==> src/rtl/dram_pkg.sv <==
package dram_pkg;

  typedef enum logic [2:0] {
    PH_IDLE,
    PH_PRE,
    PH_ACT,
    PH_COL,
    PH_RPRE
  } phase_e;

  typedef struct packed {
    logic capture;
    logic loadRow;
    logic writeBack;
    logic colWrite;
    logic colRead;
  } strobe_t;

endpackage

==> src/rtl/dram_ctrl.sv <==
module dram_ctrl
  import dram_pkg::*;
#(
  parameter int ROWS             = 16,
  parameter int COLS             = 8,
  parameter int ACT_CYCLES       = 3,
  parameter int PRE_CYCLES       = 2,
  parameter int REFRESH_INTERVAL = 256
) (
  input  logic                    clk,
  input  logic                    rstN,
  input  logic                    reqValid,
  output logic                    reqReady,
  input  logic                    reqWrite,
  input  logic [$clog2(ROWS)-1:0] reqRow,
  input  logic [$clog2(COLS)-1:0] reqCol,
  output strobe_t                 stb,
  output logic [$clog2(ROWS)-1:0] actRow,
  output logic [$clog2(ROWS)-1:0] openRowIdx,
  output logic [$clog2(COLS)-1:0] colIdx
);

  localparam int ROW_W = $clog2(ROWS);
  localparam int COL_W = $clog2(COLS);
  localparam int MAXC  = (ACT_CYCLES > PRE_CYCLES) ? ACT_CYCLES : PRE_CYCLES;
  localparam int CNT_W = $clog2(MAXC + 1);
  localparam int REF_W = $clog2(REFRESH_INTERVAL);

  phase_e             phase;
  logic [CNT_W-1:0]   cnt;
  logic               rowOpen;
  logic [ROW_W-1:0]   openRowQ;
  logic [ROW_W-1:0]   rowQ;
  logic [COL_W-1:0]   colQ;
  logic               writeQ;
  logic               refBusy;
  logic               refPending;
  logic [REF_W-1:0]   refCnt;
  logic [ROW_W-1:0]   refPtr;
  logic               phaseEnd;

  assign phaseEnd   = (cnt == '0);
  assign reqReady   = (phase == PH_IDLE) && !refPending;
  assign actRow     = refBusy ? refPtr : rowQ;
  assign openRowIdx = openRowQ;
  assign colIdx     = colQ;

  always_comb begin
    stb.capture   = reqValid && reqReady;
    stb.loadRow   = (phase == PH_ACT) && phaseEnd;
    stb.writeBack = ((phase == PH_PRE) || (phase == PH_RPRE)) && phaseEnd;
    stb.colWrite  = (phase == PH_COL) && writeQ;
    stb.colRead   = (phase == PH_COL) && !writeQ;
  end

  always_ff @(posedge clk or negedge rstN) begin
    if (!rstN) begin
      phase      <= PH_IDLE;
      cnt        <= '0;
      rowOpen    <= 1'b0;
      openRowQ   <= '0;
      rowQ       <= '0;
      colQ       <= '0;
      writeQ     <= 1'b0;
      refBusy    <= 1'b0;
      refPending <= 1'b0;
      refCnt     <= '0;
      refPtr     <= '0;
    end else begin
      case (phase)
        PH_IDLE: begin
          if (refPending) begin
            refBusy    <= 1'b1;
            refPending <= 1'b0;
            if (rowOpen) begin
              phase <= PH_PRE;
              cnt   <= CNT_W'(PRE_CYCLES - 1);
            end else begin
              phase <= PH_ACT;
              cnt   <= CNT_W'(ACT_CYCLES - 1);
            end
          end else if (reqValid) begin
            rowQ   <= reqRow;
            colQ   <= reqCol;
            writeQ <= reqWrite;
            if (rowOpen && (openRowQ == reqRow)) begin
              phase <= PH_COL;
            end else if (rowOpen) begin
              phase <= PH_PRE;
              cnt   <= CNT_W'(PRE_CYCLES - 1);
            end else begin
              phase <= PH_ACT;
              cnt   <= CNT_W'(ACT_CYCLES - 1);
            end
          end
        end
        PH_PRE: begin
          if (phaseEnd) begin
            rowOpen <= 1'b0;
            phase   <= PH_ACT;
            cnt     <= CNT_W'(ACT_CYCLES - 1);
          end else begin
            cnt <= cnt - 1'b1;
          end
        end
        PH_ACT: begin
          if (phaseEnd) begin
            rowOpen  <= 1'b1;
            openRowQ <= actRow;
            if (refBusy) begin
              phase <= PH_RPRE;
              cnt   <= CNT_W'(PRE_CYCLES - 1);
            end else begin
              phase <= PH_COL;
            end
          end else begin
            cnt <= cnt - 1'b1;
          end
        end
        PH_COL: phase <= PH_IDLE;
        PH_RPRE: begin
          if (phaseEnd) begin
            rowOpen <= 1'b0;
            refBusy <= 1'b0;
            refPtr  <= (refPtr == ROW_W'(ROWS - 1)) ? '0 : refPtr + 1'b1;
            phase   <= PH_IDLE;
          end else begin
            cnt <= cnt - 1'b1;
          end
        end
        default: phase <= PH_IDLE;
      endcase

      if (refCnt == REF_W'(REFRESH_INTERVAL - 1)) begin
        refCnt     <= '0;
        refPending <= 1'b1;
      end else begin
        refCnt <= refCnt + 1'b1;
      end
    end
  end

  // activation only into a closed bank
  a_r5_act_when_closed: assert property (@(posedge clk) disable iff (!rstN)
    stb.loadRow |-> !rowOpen);

  // a write-back always has an open row to restore
  a_r4_wb_when_open: assert property (@(posedge clk) disable iff (!rstN)
    stb.writeBack |-> rowOpen);

  // an accepted request always makes the model busy for at least one cycle
  a_r2_accept_busy: assert property (@(posedge clk) disable iff (!rstN)
    (reqValid && reqReady) |=> !reqReady);

  // the refresh pointer only moves when a refresh finishes
  a_r7_ptr_hold: assert property (@(posedge clk) disable iff (!rstN)
    !((phase == PH_RPRE) && phaseEnd) |=> $stable(refPtr));

endmodule

==> src/rtl/dram_datapath.sv <==
module dram_datapath
  import dram_pkg::*;
#(
  parameter int ROWS  = 16,
  parameter int COLS  = 8,
  parameter int WIDTH = 8
) (
  input  logic                    clk,
  input  logic                    rstN,
  input  strobe_t                 stb,
  input  logic [$clog2(ROWS)-1:0] actRow,
  input  logic [$clog2(ROWS)-1:0] openRowIdx,
  input  logic [$clog2(COLS)-1:0] colIdx,
  input  logic [WIDTH-1:0]        reqWdata,
  output logic [WIDTH-1:0]        rdata,
  output logic                    done
);

  // each word is WIDTH parallel bit planes sharing one row/column address
  logic [WIDTH-1:0] cells  [ROWS][COLS];
  logic [WIDTH-1:0] rowBuf [COLS];
  logic [WIDTH-1:0] wdataQ;

  always_ff @(posedge clk or negedge rstN) begin
    if (!rstN) begin
      for (int r = 0; r < ROWS; r++)
        for (int c = 0; c < COLS; c++)
          cells[r][c] <= '0;
      for (int c = 0; c < COLS; c++)
        rowBuf[c] <= '0;
      wdataQ <= '0;
      rdata  <= '0;
      done   <= 1'b0;
    end else begin
      done <= stb.colWrite || stb.colRead;
      if (stb.capture)
        wdataQ <= reqWdata;
      if (stb.loadRow) begin
        // sensing empties the cells: the buffer now holds the only copy
        for (int c = 0; c < COLS; c++) begin
          rowBuf[c]        <= cells[actRow][c];
          cells[actRow][c] <= '0;
        end
      end
      if (stb.writeBack) begin
        for (int c = 0; c < COLS; c++)
          cells[openRowIdx][c] <= rowBuf[c];
      end
      if (stb.colWrite)
        rowBuf[colIdx] <= wdataQ;
      if (stb.colRead)
        rdata <= rowBuf[colIdx];
    end
  end

  // completion is a single-cycle pulse
  a_r8_done_pulse: assert property (@(posedge clk) disable iff (!rstN)
    done |=> !done);

endmodule

==> src/rtl/openrow_dram.sv <==
module openrow_dram
  import dram_pkg::*;
#(
  parameter int ROWS             = 16,
  parameter int COLS             = 8,
  parameter int WIDTH            = 8,
  parameter int ACT_CYCLES       = 3,
  parameter int PRE_CYCLES       = 2,
  parameter int REFRESH_INTERVAL = 256
) (
  input  logic                    clk,
  input  logic                    rstN,
  input  logic                    reqValid,
  output logic                    reqReady,
  input  logic                    reqWrite,
  input  logic [$clog2(ROWS)-1:0] reqRow,
  input  logic [$clog2(COLS)-1:0] reqCol,
  input  logic [WIDTH-1:0]        reqWdata,
  output logic                    rspValid,
  output logic [WIDTH-1:0]        rspRdata
);

  localparam int ROW_W = $clog2(ROWS);
  localparam int COL_W = $clog2(COLS);

  strobe_t          stb;
  logic [ROW_W-1:0] actRow;
  logic [ROW_W-1:0] openRowIdx;
  logic [COL_W-1:0] colIdx;

  dram_ctrl #(
    .ROWS(ROWS), .COLS(COLS), .ACT_CYCLES(ACT_CYCLES),
    .PRE_CYCLES(PRE_CYCLES), .REFRESH_INTERVAL(REFRESH_INTERVAL)
  ) uCtrl (
    .clk(clk), .rstN(rstN), .reqValid(reqValid), .reqReady(reqReady),
    .reqWrite(reqWrite), .reqRow(reqRow), .reqCol(reqCol), .stb(stb),
    .actRow(actRow), .openRowIdx(openRowIdx), .colIdx(colIdx)
  );

  dram_datapath #(
    .ROWS(ROWS), .COLS(COLS), .WIDTH(WIDTH)
  ) uData (
    .clk(clk), .rstN(rstN), .stb(stb), .actRow(actRow),
    .openRowIdx(openRowIdx), .colIdx(colIdx), .reqWdata(reqWdata),
    .rdata(rspRdata), .done(rspValid)
  );

endmodule

==> config.mk <==
export PLATFORM = sky130hd
export DESIGN_NAME = openrow_dram
export DESIGN_NICKNAME = d
export VERILOG_FILES = /design/src/rtl/dram_pkg.sv /design/src/rtl/dram_ctrl.sv /design/src/rtl/dram_datapath.sv /design/src/rtl/openrow_dram.sv
export SDC_FILE = /design/constraint.sdc
export NUM_CORES = 2
export LEC_CHECK = 0
export ABC_AREA = 0
export BUFFER_PORTS_ARGS = -buffer_cell sky130_fd_sc_hd__buf_2
export CAP_MARGIN = 20
export CORE_MARGIN = 3
export CORE_UTILIZATION = 69
export CTS_BUF_LIST = sky130_fd_sc_hd__clkbuf_16
export DETAILED_ROUTE_END_ITERATION = 16
export HOLD_SLACK_MARGIN = 0.08
export PLACE_DENSITY = 0.9
export SLEW_MARGIN = 0
export SYNTH_ARGS = -nofsm -noshare
export SYNTH_HDL_FRONTEND = slang
export SYNTH_SLANG_ARGS = --single-unit
==> constraint.sdc <==
create_clock -name clk -period 3.6 [get_ports clk]
set_clock_uncertainty 0.15 [all_clocks]
set_input_delay 0.18 -clock clk [delete_from_list [all_inputs] [get_ports clk]]
set_output_delay 0.18 -clock clk [all_outputs]
set_load 0.005 [all_outputs]
==> results.cfg <==
[outcome]
outcome = complete, no violations

[setup_path]
critical_path.max_fanout = 64
reg2reg_slack_ns = 0.25
rr_startpoint = uCtrl.refBusy$_DFFE_PN0P_
worstPathArrival_ns = 3.78
cp-start-kind = flop
required_ns = 4.03
worst-r2r-cell-count = 7
rr_endpoint = uData.cells[808]$_DFF_PN0_
endpoint_kind = flop
worst-setup-path-type = flop to flop

[global_routing]
gr-total-overflow = 0
antenna_found_initial = 6
grt_util_met3 = 0.1790
grt_util_met2 = 0.6477
grt_pass1_wl_microns = 299300
grtUsageMet1 = 0.5546
grt_pass1_vias = 53100
grt_max_degree = 129
grtUsageTotal = 0.4544
top_usage_layer = met2

[yosys]
yosys.area.top_type_share = 0.5072
synth_nets = 6306
synth_ff_type = dfrtp_1
synth_edf_count = 0
synthCells = 6282
yosys.area.top_type = dfrtp_1
avgSynthCellArea_sq_um = 8.929
synth_most_common_cell = nand2_1
ys_warn_count = 0
seq_area_frac_synth = 0.5072
synth_cell_types = 59
syn_area_sq_um = 56090
synthTopCellsByCount = nand2_1, dfrtp_1, o21ai_0, o21a_1, clkbuf_1
synthTopCellsByArea = dfrtp_1, nand2_1, o21ai_0, o21a_1, mux4_2
async_flop_share = 1.000
ys_ff_latch = 1137

[place]
dp_cells = 6882
portBuffers = 28
dp_hpwl_microns = 107900
routabilityCongestion = 0.9218

[timing]
fin_crit_sh = 0.9307
clock.fmax_mhz = 298.5
hold_viol_final = 0
finalSetupViolCount = 0
tns_ns = 0
rsz0062_at_grt = false
min_period_ns = 3.350
worst_slew_pin_slew_ns = 1.233
slew_viol_final = 0
relSlewSlack = 0.1777

[clock_network]
cts_buffers = 110
post_cts_buffers = 0
ctsResizeCount = 0
ctsHoldBuffers = 35
clk_path_buf_depth = 3
cts.sinks = 1137
clk_pin_slew_ns = 0.06
insertion_delay_ns = 0.69
htreeDepth = 3
tritoncts = yes
cts_root_buf = clkbuf_16

[floorplanning]
die_width_microns = 291.1
rows = 103
core_area_sq_um = 79770
start_util = 0.7031
die_area_sq_um = 84750
die_h_microns = 291.1
io_pins = 29

[finish]
fill_cells = 4622
area_growth_pct = 8.695
drive_above_1_share = 0.1032
instances_no_fill = 7123
fin_util = 0.7643
fin_nets = 6003

[routing]
route.detailed.drc = 0
routed_wirelength_microns = 194900
post_drt_wl_per_cell_microns = 27.36
avgViaCountPerCell = 7.376
initialDrtViolationCount = 9500
drtPass1Iterations = 12
dr_total_vias = 52540
drtAntennaViolNets = 0

[power_and_ir_drop]
peakVddDrop_v = 0.0005882
pwr_density_cell_nw_per_um2 = 782.7
total_leakage_power_nw = 26.23
finalPower_mw = 47.72

[worst_hold_path]
hold_path_class = primary input to asynchronous set/reset pin

[run]
drv_cap = 0
==> per-stage QoR <==
| stage | hold slack (ns) | cell area (sq um) | worst slack [ns] |
|---|---|---|---|
| after detailed placement | 0.06949 | 57210 | 0.4684 |
| after global placement | 0.06895 | 57210 | 0.5669 |
| after CTS | 0.1658 | 60940 | 0.4193 |
| after global routing | 0.1994 | 60950 | 0.1958 |
| final | 0.1867 | 60970 | 0.2495 |
| after floorplan | -0.2656 | 56090 | 1.259 |
==> where the power goes <==
group	switching, mW	leakage, nW	internal [mW]
combinational	8.91	9.07	5.79
sequential	5.05	15.4	16.7
clock	5.05	1.75	6.17
total	19.0	26.2	28.7
==> metal layers <==
metal	up-vias	part of all wire
met5	-	0.00012
met4	2	0.098
met3	1796	0.17
met2	5447	0.42
met1	24580	0.32
li1	20720	-
==> placed cells by master (no fill, tap or decap), types with 56 or more instances in the layout <==
cell,netlist,routed
buf_12,0,68
o21a_1,504,504
buf_4,19,124
dfrtp_1,1137,1136
nand2_1,2236,2220
nand4_1,60,60
nand3_1,70,69
clkbuf_16,0,111
o221a_2,56,56
o21ai_0,822,822
o21ai_1,169,168
nor2_1,66,66
o41ai_1,112,112
mux4_2,134,134
==> how the worst max path moves through the flow <==
stage	startpoint	endpoint	slack [ns]
6_report	uCtrl.refBusy$_DFFE_PN0P_	uData.cells[808]$_DFF_PN0_	0.25
5_1_grt	uCtrl.refBusy$_DFFE_PN0P_	uData.cells[560]$_DFF_PN0_	0.20
4_1_cts	uCtrl.refBusy$_DFFE_PN0P_	uData.cells[808]$_DFF_PN0_	0.42
3_5_place_dp	uCtrl.cnt[0]$_DFFE_PN0P_	uData.cells[739]$_DFF_PN0_	0.47
3_3_place_gp	uCtrl.cnt[0]$_DFFE_PN0P_	uData.cells[754]$_DFF_PN0_	0.57
2_1_floorplan	uCtrl.cnt[0]$_DFFE_PN0P_	uData.cells[412]$_DFF_PN0_	1.26
==> logic make-up after synthesis <==
| group | count (synthesis) | share of synthesized area |
|---|---|---|
| buffers and inverters | 683 | 0.05447 |
| AO/OA/AOI/OAI | 1738 | 0.1938 |
| AND/OR/NAND/NOR | 2536 | 0.1805 |
| flip-flops | 1137 | 0.5072 |
| multiplexers | 172 | 0.06116 |
| XOR/XNOR | 11 | 0.001718 |
| adder cells (fa/ha/maj) | 5 | 0.001115 |
==> flip-flops by register name, summed over array words and instances (netlist names) <==
signal	flops
uCtrl.cnt	2
uCtrl.colIdx	3
uCtrl.openRowIdx	4
uCtrl.phase	3
uCtrl.refBusy	1
uCtrl.refCnt	8
uCtrl.refPending	1
uCtrl.refPtr	4
uCtrl.rowOpen	1
uCtrl.rowQ	4
uCtrl.writeQ	1
uData.cells	1024
uData.done	1
uData.rdata	8
uData.rowBuf	64
uData.wdataQ	8
==> worst max-delay path, cell delays in order (launching register included) <==
cell and delay, ns:
dfrtp_1 0.74, buf_4 0.28, nor2_1 0.09, a22o_4 0.51
nand2_4 0.13, buf_4 0.79, nand2_1 0.21, o21ai_0 0.28
==> layout make-up <==
cell class	instances	area, sq um	area share
sequential	1137	28450	0.4667
multi-input combinational	4462	24950	0.4093
timing repair buffer	255	2810	0.04609
clock buffer	111	2778	0.04556
tap	1050	1314	0.02155
clock inverter	85	586.8	0.009625
inverter	13	48.80	0.0008004
antenna	10	25.02	0.0004104
(Power assumes the default switching activity.)
